`config.mk`:
```
export PLATFORM = sky130hd
export DESIGN_NAME = sport_uart
export DESIGN_NICKNAME = d
export VERILOG_FILES = /design/src/rtl/sport_pkg.sv /design/src/rtl/sport_tx.sv /design/src/rtl/sport_rx.sv /design/src/rtl/sport_flags.sv /design/src/rtl/sport_uart.sv
export SDC_FILE = /design/constraint.sdc
export NUM_CORES = 1
export LEC_CHECK = 0
export ABC_AREA = 1
export BUFFER_PORTS_ARGS = -buffer_cell sky130_fd_sc_hd__buf_4
export CORE_MARGIN = 1.5
export CORE_UTILIZATION = 58
export DETAILED_ROUTE_END_ITERATION = 10
export MAX_ROUTING_LAYER = met4
export PLACE_DENSITY = 0.79
export SLEW_MARGIN = 20
export SYNTH_ARGS = -nofsm -noshare
export SYNTH_HDL_FRONTEND = slang
export SYNTH_SLANG_ARGS = --single-unit
```
`constraint.sdc`:
```
create_clock -name clk -period 1.85 [get_ports clk]
set_clock_uncertainty 0.05 [all_clocks]
set_input_delay 0.37 -clock clk [delete_from_list [all_inputs] [get_ports clk]]
set_output_delay 0.37 -clock clk [all_outputs]
set_load 0.005 [all_outputs]
```
`src/rtl/sport_pkg.sv`:
```
package sport_pkg;
   localparam int unsigned SPORT_DEF_DATA_W = 8;
   localparam int unsigned SPORT_DEF_OVS    = 16;
   localparam int unsigned SPORT_DEF_SYNC   = 2;

   typedef enum logic [1:0] {
      RX_IDLE  = 2'd0,
      RX_START = 2'd1,
      RX_BITS  = 2'd2
   } rx_state_t;
endpackage

```
`src/rtl/sport_tx.sv`:
```
module sport_tx #(
   parameter int unsigned DATA_W = 8,
   parameter int unsigned OVS    = 16
) (
   input  logic              clk,
   input  logic              rst_n,
   input  logic              os_tick,
   input  logic              mode9,
   input  logic              bit9,
   input  logic              wr,
   input  logic [DATA_W-1:0] wdata,
   output logic              txd,
   output logic              busy,
   output logic              stop_go
);
   localparam int unsigned FRAME_MAX = DATA_W + 3;
   localparam int unsigned CNT_W     = $clog2(FRAME_MAX + 1);
   localparam int unsigned TICK_W    = $clog2(OVS);

   logic [FRAME_MAX-1:0] sh_q;
   logic [CNT_W-1:0]     idx_q;
   logic [CNT_W-1:0]     last_q;
   logic [TICK_W-1:0]    tcnt_q;

   always_ff @(posedge clk) begin
      if (!rst_n) begin
         busy    <= 1'b0;
         sh_q    <= '1;
         idx_q   <= '0;
         last_q  <= '0;
         tcnt_q  <= '0;
         stop_go <= 1'b0;
      end else begin
         stop_go <= 1'b0;
         if (!busy) begin
            if (wr) begin
               busy   <= 1'b1;
               tcnt_q <= '0;
               idx_q  <= '0;
               if (mode9) begin
                  sh_q   <= {1'b1, bit9, wdata, 1'b0};
                  last_q <= CNT_W'(DATA_W + 2);
               end else begin
                  sh_q   <= {1'b1, 1'b1, wdata, 1'b0};
                  last_q <= CNT_W'(DATA_W + 1);
               end
            end
         end else if (os_tick) begin
            if (tcnt_q == TICK_W'(OVS - 1)) begin
               tcnt_q <= '0;
               if (idx_q == last_q) begin
                  busy <= 1'b0;
               end else begin
                  sh_q  <= {1'b1, sh_q[FRAME_MAX-1:1]};
                  idx_q <= idx_q + 1'b1;
                  if (idx_q + 1'b1 == last_q) stop_go <= 1'b1;
               end
            end else begin
               tcnt_q <= tcnt_q + 1'b1;
            end
         end
      end
   end

   assign txd = busy ? sh_q[0] : 1'b1;
endmodule

```
`src/rtl/sport_rx.sv`:
```
module sport_rx
   import sport_pkg::*;
#(
   parameter int unsigned DATA_W = 8,
   parameter int unsigned OVS    = 16,
   parameter int unsigned SYNC_N = 2
) (
   input  logic              clk,
   input  logic              rst_n,
   input  logic              os_tick,
   input  logic              rx_en,
   input  logic              mode9,
   input  logic              rxd,
   output logic              done,
   output logic [DATA_W-1:0] data,
   output logic              ninth,
   output logic              stop
);
   localparam int unsigned CNT_W  = $clog2(DATA_W + 3);
   localparam int unsigned TICK_W = $clog2(OVS);
   localparam int unsigned HALF   = OVS / 2;

   logic [SYNC_N-1:0] sync_q;
   logic              rx_s;
   logic              prev_q;
   rx_state_t         st_q;
   logic [TICK_W-1:0] tcnt_q;
   logic [CNT_W-1:0]  idx_q;
   logic [CNT_W-1:0]  last_q;
   logic              long_q;
   logic              bit9_q;

   generate
      if (SYNC_N == 1) begin : g_sync_one
         always_ff @(posedge clk) begin
            if (!rst_n) sync_q <= '1;
            else        sync_q <= rxd;
         end
      end else begin : g_sync_chain
         always_ff @(posedge clk) begin
            if (!rst_n) sync_q <= '1;
            else        sync_q <= {sync_q[SYNC_N-2:0], rxd};
         end
      end
   endgenerate

   assign rx_s = sync_q[SYNC_N-1];

   always_ff @(posedge clk) begin
      if (!rst_n) begin
         prev_q <= 1'b1;
         st_q   <= RX_IDLE;
         tcnt_q <= '0;
         idx_q  <= '0;
         last_q <= '0;
         long_q <= 1'b0;
         bit9_q <= 1'b0;
         data   <= '0;
         stop   <= 1'b0;
         done   <= 1'b0;
      end else begin
         prev_q <= rx_s;
         done   <= 1'b0;
         if (!rx_en) begin
            st_q <= RX_IDLE;
         end else begin
            unique case (st_q)
               RX_IDLE: begin
                  if (prev_q && !rx_s) begin
                     st_q   <= RX_START;
                     tcnt_q <= '0;
                     long_q <= mode9;
                     last_q <= mode9 ? CNT_W'(DATA_W + 1) : CNT_W'(DATA_W);
                  end
               end
               RX_START: begin
                  if (os_tick) begin
                     if (tcnt_q == TICK_W'(HALF - 1)) begin
                        tcnt_q <= '0;
                        idx_q  <= '0;
                        st_q   <= rx_s ? RX_IDLE : RX_BITS;
                     end else begin
                        tcnt_q <= tcnt_q + 1'b1;
                     end
                  end
               end
               RX_BITS: begin
                  if (os_tick) begin
                     if (tcnt_q == TICK_W'(OVS - 1)) begin
                        tcnt_q <= '0;
                        idx_q  <= idx_q + 1'b1;
                        if (idx_q < CNT_W'(DATA_W)) begin
                           data <= {rx_s, data[DATA_W-1:1]};
                        end else if (idx_q == last_q) begin
                           stop <= rx_s;
                           done <= 1'b1;
                           st_q <= RX_IDLE;
                        end else begin
                           bit9_q <= rx_s;
                        end
                     end else begin
                        tcnt_q <= tcnt_q + 1'b1;
                     end
                  end
               end
               default: st_q <= RX_IDLE;
            endcase
         end
      end
   end

   assign ninth = long_q ? bit9_q : stop;
endmodule

```
`src/rtl/sport_flags.sv`:
```
module sport_flags #(
   parameter int unsigned DATA_W = 8
) (
   input  logic              clk,
   input  logic              rst_n,
   input  logic              tx_set,
   input  logic              rx_done,
   input  logic [DATA_W-1:0] rx_data,
   input  logic              rx_ninth,
   input  logic              rx_stop,
   input  logic              mp_chk,
   input  logic              clr_tx,
   input  logic              clr_rx,
   input  logic              irq_en,
   output logic              tx_flag,
   output logic              rx_flag,
   output logic [DATA_W-1:0] rx_buf,
   output logic              rx_bit9,
   output logic              irq
);
   logic accept;

   assign accept = rx_done && !rx_flag && (!mp_chk || rx_stop);

   always_ff @(posedge clk) begin
      if (!rst_n) begin
         tx_flag <= 1'b0;
         rx_flag <= 1'b0;
         rx_buf  <= '0;
         rx_bit9 <= 1'b0;
      end else begin
         if (tx_set)      tx_flag <= 1'b1;
         else if (clr_tx) tx_flag <= 1'b0;
         if (accept) begin
            rx_flag <= 1'b1;
            rx_buf  <= rx_data;
            rx_bit9 <= rx_ninth;
         end else if (clr_rx) begin
            rx_flag <= 1'b0;
         end
      end
   end

   assign irq = irq_en && (tx_flag || rx_flag);
endmodule

```
`src/rtl/sport_uart.sv`:
```
module sport_uart #(
   parameter int unsigned DATA_W = sport_pkg::SPORT_DEF_DATA_W,
   parameter int unsigned OVS    = sport_pkg::SPORT_DEF_OVS,
   parameter int unsigned SYNC_N = sport_pkg::SPORT_DEF_SYNC
) (
   input  logic              clk,
   input  logic              rst_n,
   input  logic              os_tick,
   input  logic              wr_data,
   input  logic [DATA_W-1:0] wdata,
   input  logic              mode9,
   input  logic              rx_en,
   input  logic              mp_chk,
   input  logic              tx_bit9,
   input  logic              irq_en,
   input  logic              clr_tx_flag,
   input  logic              clr_rx_flag,
   input  logic              rxd,
   output logic              txd,
   output logic [DATA_W-1:0] rd_data,
   output logic              rx_bit9,
   output logic              tx_flag,
   output logic              rx_flag,
   output logic              irq
);
   generate
      if (OVS < 4 || (OVS % 2) != 0) begin : g_bad_ovs
         $error("sport_uart: OVS must be even and at least 4");
      end
      if (DATA_W < 5 || DATA_W > 9) begin : g_bad_width
         $error("sport_uart: DATA_W must be between 5 and 9");
      end
      if (SYNC_N < 1 || SYNC_N > 4) begin : g_bad_sync
         $error("sport_uart: SYNC_N must be between 1 and 4");
      end
   endgenerate

   logic              tx_busy;
   logic              tx_stop_go;
   logic              rx_done;
   logic [DATA_W-1:0] rx_data;
   logic              rx_ninth;
   logic              rx_stop;

   sport_tx #(.DATA_W(DATA_W), .OVS(OVS)) u_tx (
      .clk(clk), .rst_n(rst_n), .os_tick(os_tick), .mode9(mode9),
      .bit9(tx_bit9), .wr(wr_data), .wdata(wdata), .txd(txd),
      .busy(tx_busy), .stop_go(tx_stop_go)
   );

   sport_rx #(.DATA_W(DATA_W), .OVS(OVS), .SYNC_N(SYNC_N)) u_rx (
      .clk(clk), .rst_n(rst_n), .os_tick(os_tick), .rx_en(rx_en),
      .mode9(mode9), .rxd(rxd), .done(rx_done), .data(rx_data),
      .ninth(rx_ninth), .stop(rx_stop)
   );

   sport_flags #(.DATA_W(DATA_W)) u_flags (
      .clk(clk), .rst_n(rst_n), .tx_set(tx_stop_go), .rx_done(rx_done),
      .rx_data(rx_data), .rx_ninth(rx_ninth), .rx_stop(rx_stop),
      .mp_chk(mp_chk), .clr_tx(clr_tx_flag), .clr_rx(clr_rx_flag),
      .irq_en(irq_en), .tx_flag(tx_flag), .rx_flag(rx_flag),
      .rx_buf(rd_data), .rx_bit9(rx_bit9), .irq(irq)
   );
endmodule

```
==> metrics <==
Num CTS Buffers=9; Max Cap Viol=0; first-pass iteration count of the detailed router=4; Seq/Total Area, Yosys=41.3%; RSZ-0062 raised after global routing=no; slowest stage delay, CP=330 ps; crit end category=output pin; Hold Fails Final Rpt=0; # fillers=393; CP top delay family=flip-flops; I/O pin cnt=33; R2R Path Start=u_rx.st_q[1]; TNS Setup=0 ps; Post-Syn Area=2910 sq um; run status=complete, no violations; largest net degree at the start of global routing=23; pwr dens=845 nW/um^2; depth of the CTS H-tree=3; Worst Tran Pin Value=424 ps; CTS Sinks=60; Final setup viols=0; syn_nets=404; nets@finish=438; IO Port Bufs=32; DRC=0; Core Rows=25; area of the die=5450 sq um; total track usage=24.1%; DRT iter0 DRCs=106; Yosys top cell by area=dfxtp_1; Setup crit start kind=register; fin crit share=93.0%; Cell Chain, Critical Path=inv_1 > or2_2 > buf_4; fmax=0.581 GHz; post-DP HPWL=3.92 mm; Worst Hold Class=input port to register; final WL=5.63 mm; Clock Tree Buf Depth=2; Max-slew headroom=71.7%; Area contributors post-synth=dfxtp_1 41%, nand2_1 9.2%, a21oi_1 6.0%; die width=73.8 um; Yosys Warn Count=0; Static Leak=1.52 nW; vias in the first global route=2,270; first-pass GRT wire length=9.67 mm; Syn Inst Count=376; n_diodes=0; Crit. Startpoint=u_tx.busy; DR vias=2,463; CTS tree=built; Required @ worst endpoint=1430 ps; Clock transition at path regs=70 ps; Netlist cell types=36; non-filler cells, final=482; Skew-Pair Late Insertion Delay=340 ps; Starting Density=60.8%; Layout Utilization=70.3%; area delta synth->final=15.7%; Routed Antenna Nets=0; worst vdd ir=547 uV; CTS root buffer=clkbuf_8; WP buf/inv=2; total grt overflow=0; min cycle time layout=1720 ps; final slew viol count=0; core area=4790 sq um; Cells after DPL=466; DR vias/cell=5.11; Wirelength per Cell=11.7 um; gpl congestion=0.843; min-delay src=rxd; Slowest-stage cell, CP=dfxtp_1; Hold Worst Slack=163 ps; arrival time at the worst endpoint=1300 ps; Worst Path Max Fanout=11; Avg Cell Area, Syn=7.74 sq um; initial antenna violation count=0; Die Span Y=73.8 um; Overall Power=2.84 mW; critical path class=register to output pin; Yosys reg bits=60; Yosys top cell area share=41.3%; share of post-route cells with drive strength above 1=23.4%
==> metrics by stage <==
step                      worst slack (ps)  instance area, sq um
after CTS                              110                  3360
after global routing                  56.1                  3360
final                                  129                  3360
after detailed placement               163                  3160
after floorplan                        326                  2910
after global placement                 242                  3160
==> worst reg2reg max path: stages, from the launching register on <==
cell and delay (ps):
dfxtp_1 400, inv_1 100, ha_1 260, o21bai_2 190, nand3_1 150, inv_1 100
nand2_2 70, o21ai_2 150, nor2_1 60
==> synthesized netlist by cell type <==
cell type,n
nor2_1,31
a211oi_1,1
nor2_4,2
buf_6,2
inv_1,37
a31oi_1,1
o21a_1,2
o21ai_2,3
o21bai_2,1
nand3_1,29
nand3b_1,2
xor2_1,5
nor3b_1,1
ha_1,8
o21ai_0,24
nor3_1,3
xnor2_1,3
a32o_1,1
buf_12,1
clkbuf_1,2
a21oi_2,2
nand2_4,4
or2_2,3
nand2_1,71
buf_1,1
inv_2,5
nand4_1,4
dfxtp_1,60
buf_4,4
o21ai_1,1
buf_2,2
a21oi_1,35
nor2_2,3
nand2_2,8
nor3_4,1
nand3_2,13
==> layout by cell type, fill, tap and decap left out, drive strengths merged <==
cell,count
nand2,83
dfxtp,60
inv,43
nand3,42
a21oi,37
nor2,36
buf,35
o21ai,28
clkbuf,9
ha,8
xor2,5
nand4,4
nor3,4
or2,3
xnor2,3
clkinv,3
o21a,2
nand3b,2
clkinvlp,2
a211oi,1
nor3b,1
o21bai,1
a31oi,1
a32o,1
bufinv,1
==> report_power, final <==
group	leakage, nW	total, mW	internal [mW]	switching (mW)
logic	0.936	0.305	0.124	0.181
registers	0.488	1.36	1.33	0.0322
clock network	0.0958	1.17	0.627	0.546
total	1.52	2.84	2.08	0.759
==> worst paths after layout <==
path | end | slack (ps) | depth (start not counted)
worst max register to register | u_rx.idx_q[0] | 220 | 8
worst min-delay path | u_rx.sync_q[0] | 160 | 2
worst max-delay path | txd | 130 | 3
worst min register to register | u_rx.sync_q[1] | 370 | 1
==> final cells by class <==
class | count | area, sq um | area share [%]
clock buffers | 9 | 124 | 3.68
repair buffers | 35 | 263 | 7.81
clock inverters | 7 | 76.3 | 2.27
multi-input cells | 262 | 1460 | 43.4
flip-flops and latches | 60 | 1200 | 35.7
well taps | 67 | 83.8 | 2.49
inverters | 42 | 158 | 4.69
==> per-layer routing <==
metal / track usage (%) / up-vias / wire, um
met1: 29.6 / 1115 / 2580
met4: 7.41 / 0 / 68
li1: - / 1292 / -
met2: 36.6 / 48 / 2730
met5: - / - / 0
met3: 9.05 / 8 / 250
==> sequential cells by signal (all words and copies together), names as in the netlist <==
name	cells
u_tx.busy	1
u_rx.bit9_q	1
u_rx.stop	1
u_flags.rx_bit9	1
u_rx.done	1
u_tx.last_q	3
u_rx.last_q	2
u_rx.prev_q	1
u_flags.tx_flag	1
u_rx.data	8
u_tx.tcnt_q	4
u_rx.sync_q	2
u_rx.st_q	2
u_rx.idx_q	4
u_rx.tcnt_q	4
u_flags.rx_buf	8
u_tx.idx_q	4
u_flags.rx_flag	1
u_tx.sh_q	10
u_tx.stop_go	1
==> repair_timing <==
action / CTS / global route
buffers inserted: 0 / 0
resized for setup: 0 / 1
hold buffers: 0 / 0
endpoints found under the setup margin: 0 / 3
==> cell families (layout without fill, tap and decap cells) <==
| kind of cell | count (synthesis) | after routing | share of synthesized area [%] |
|---|---|---|---|
| flops | 60 | 60 | 41.3 |
| xor+xnor | 8 | 8 | 2.41 |
| simple gates | 175 | 175 | 30.7 |
| compound gates | 71 | 71 | 13.5 |
| buf+inv | 54 | 93 | 8.65 |
| fa+ha+maj | 8 | 8 | 3.44 |
Power figures use the tool's default switching activity.
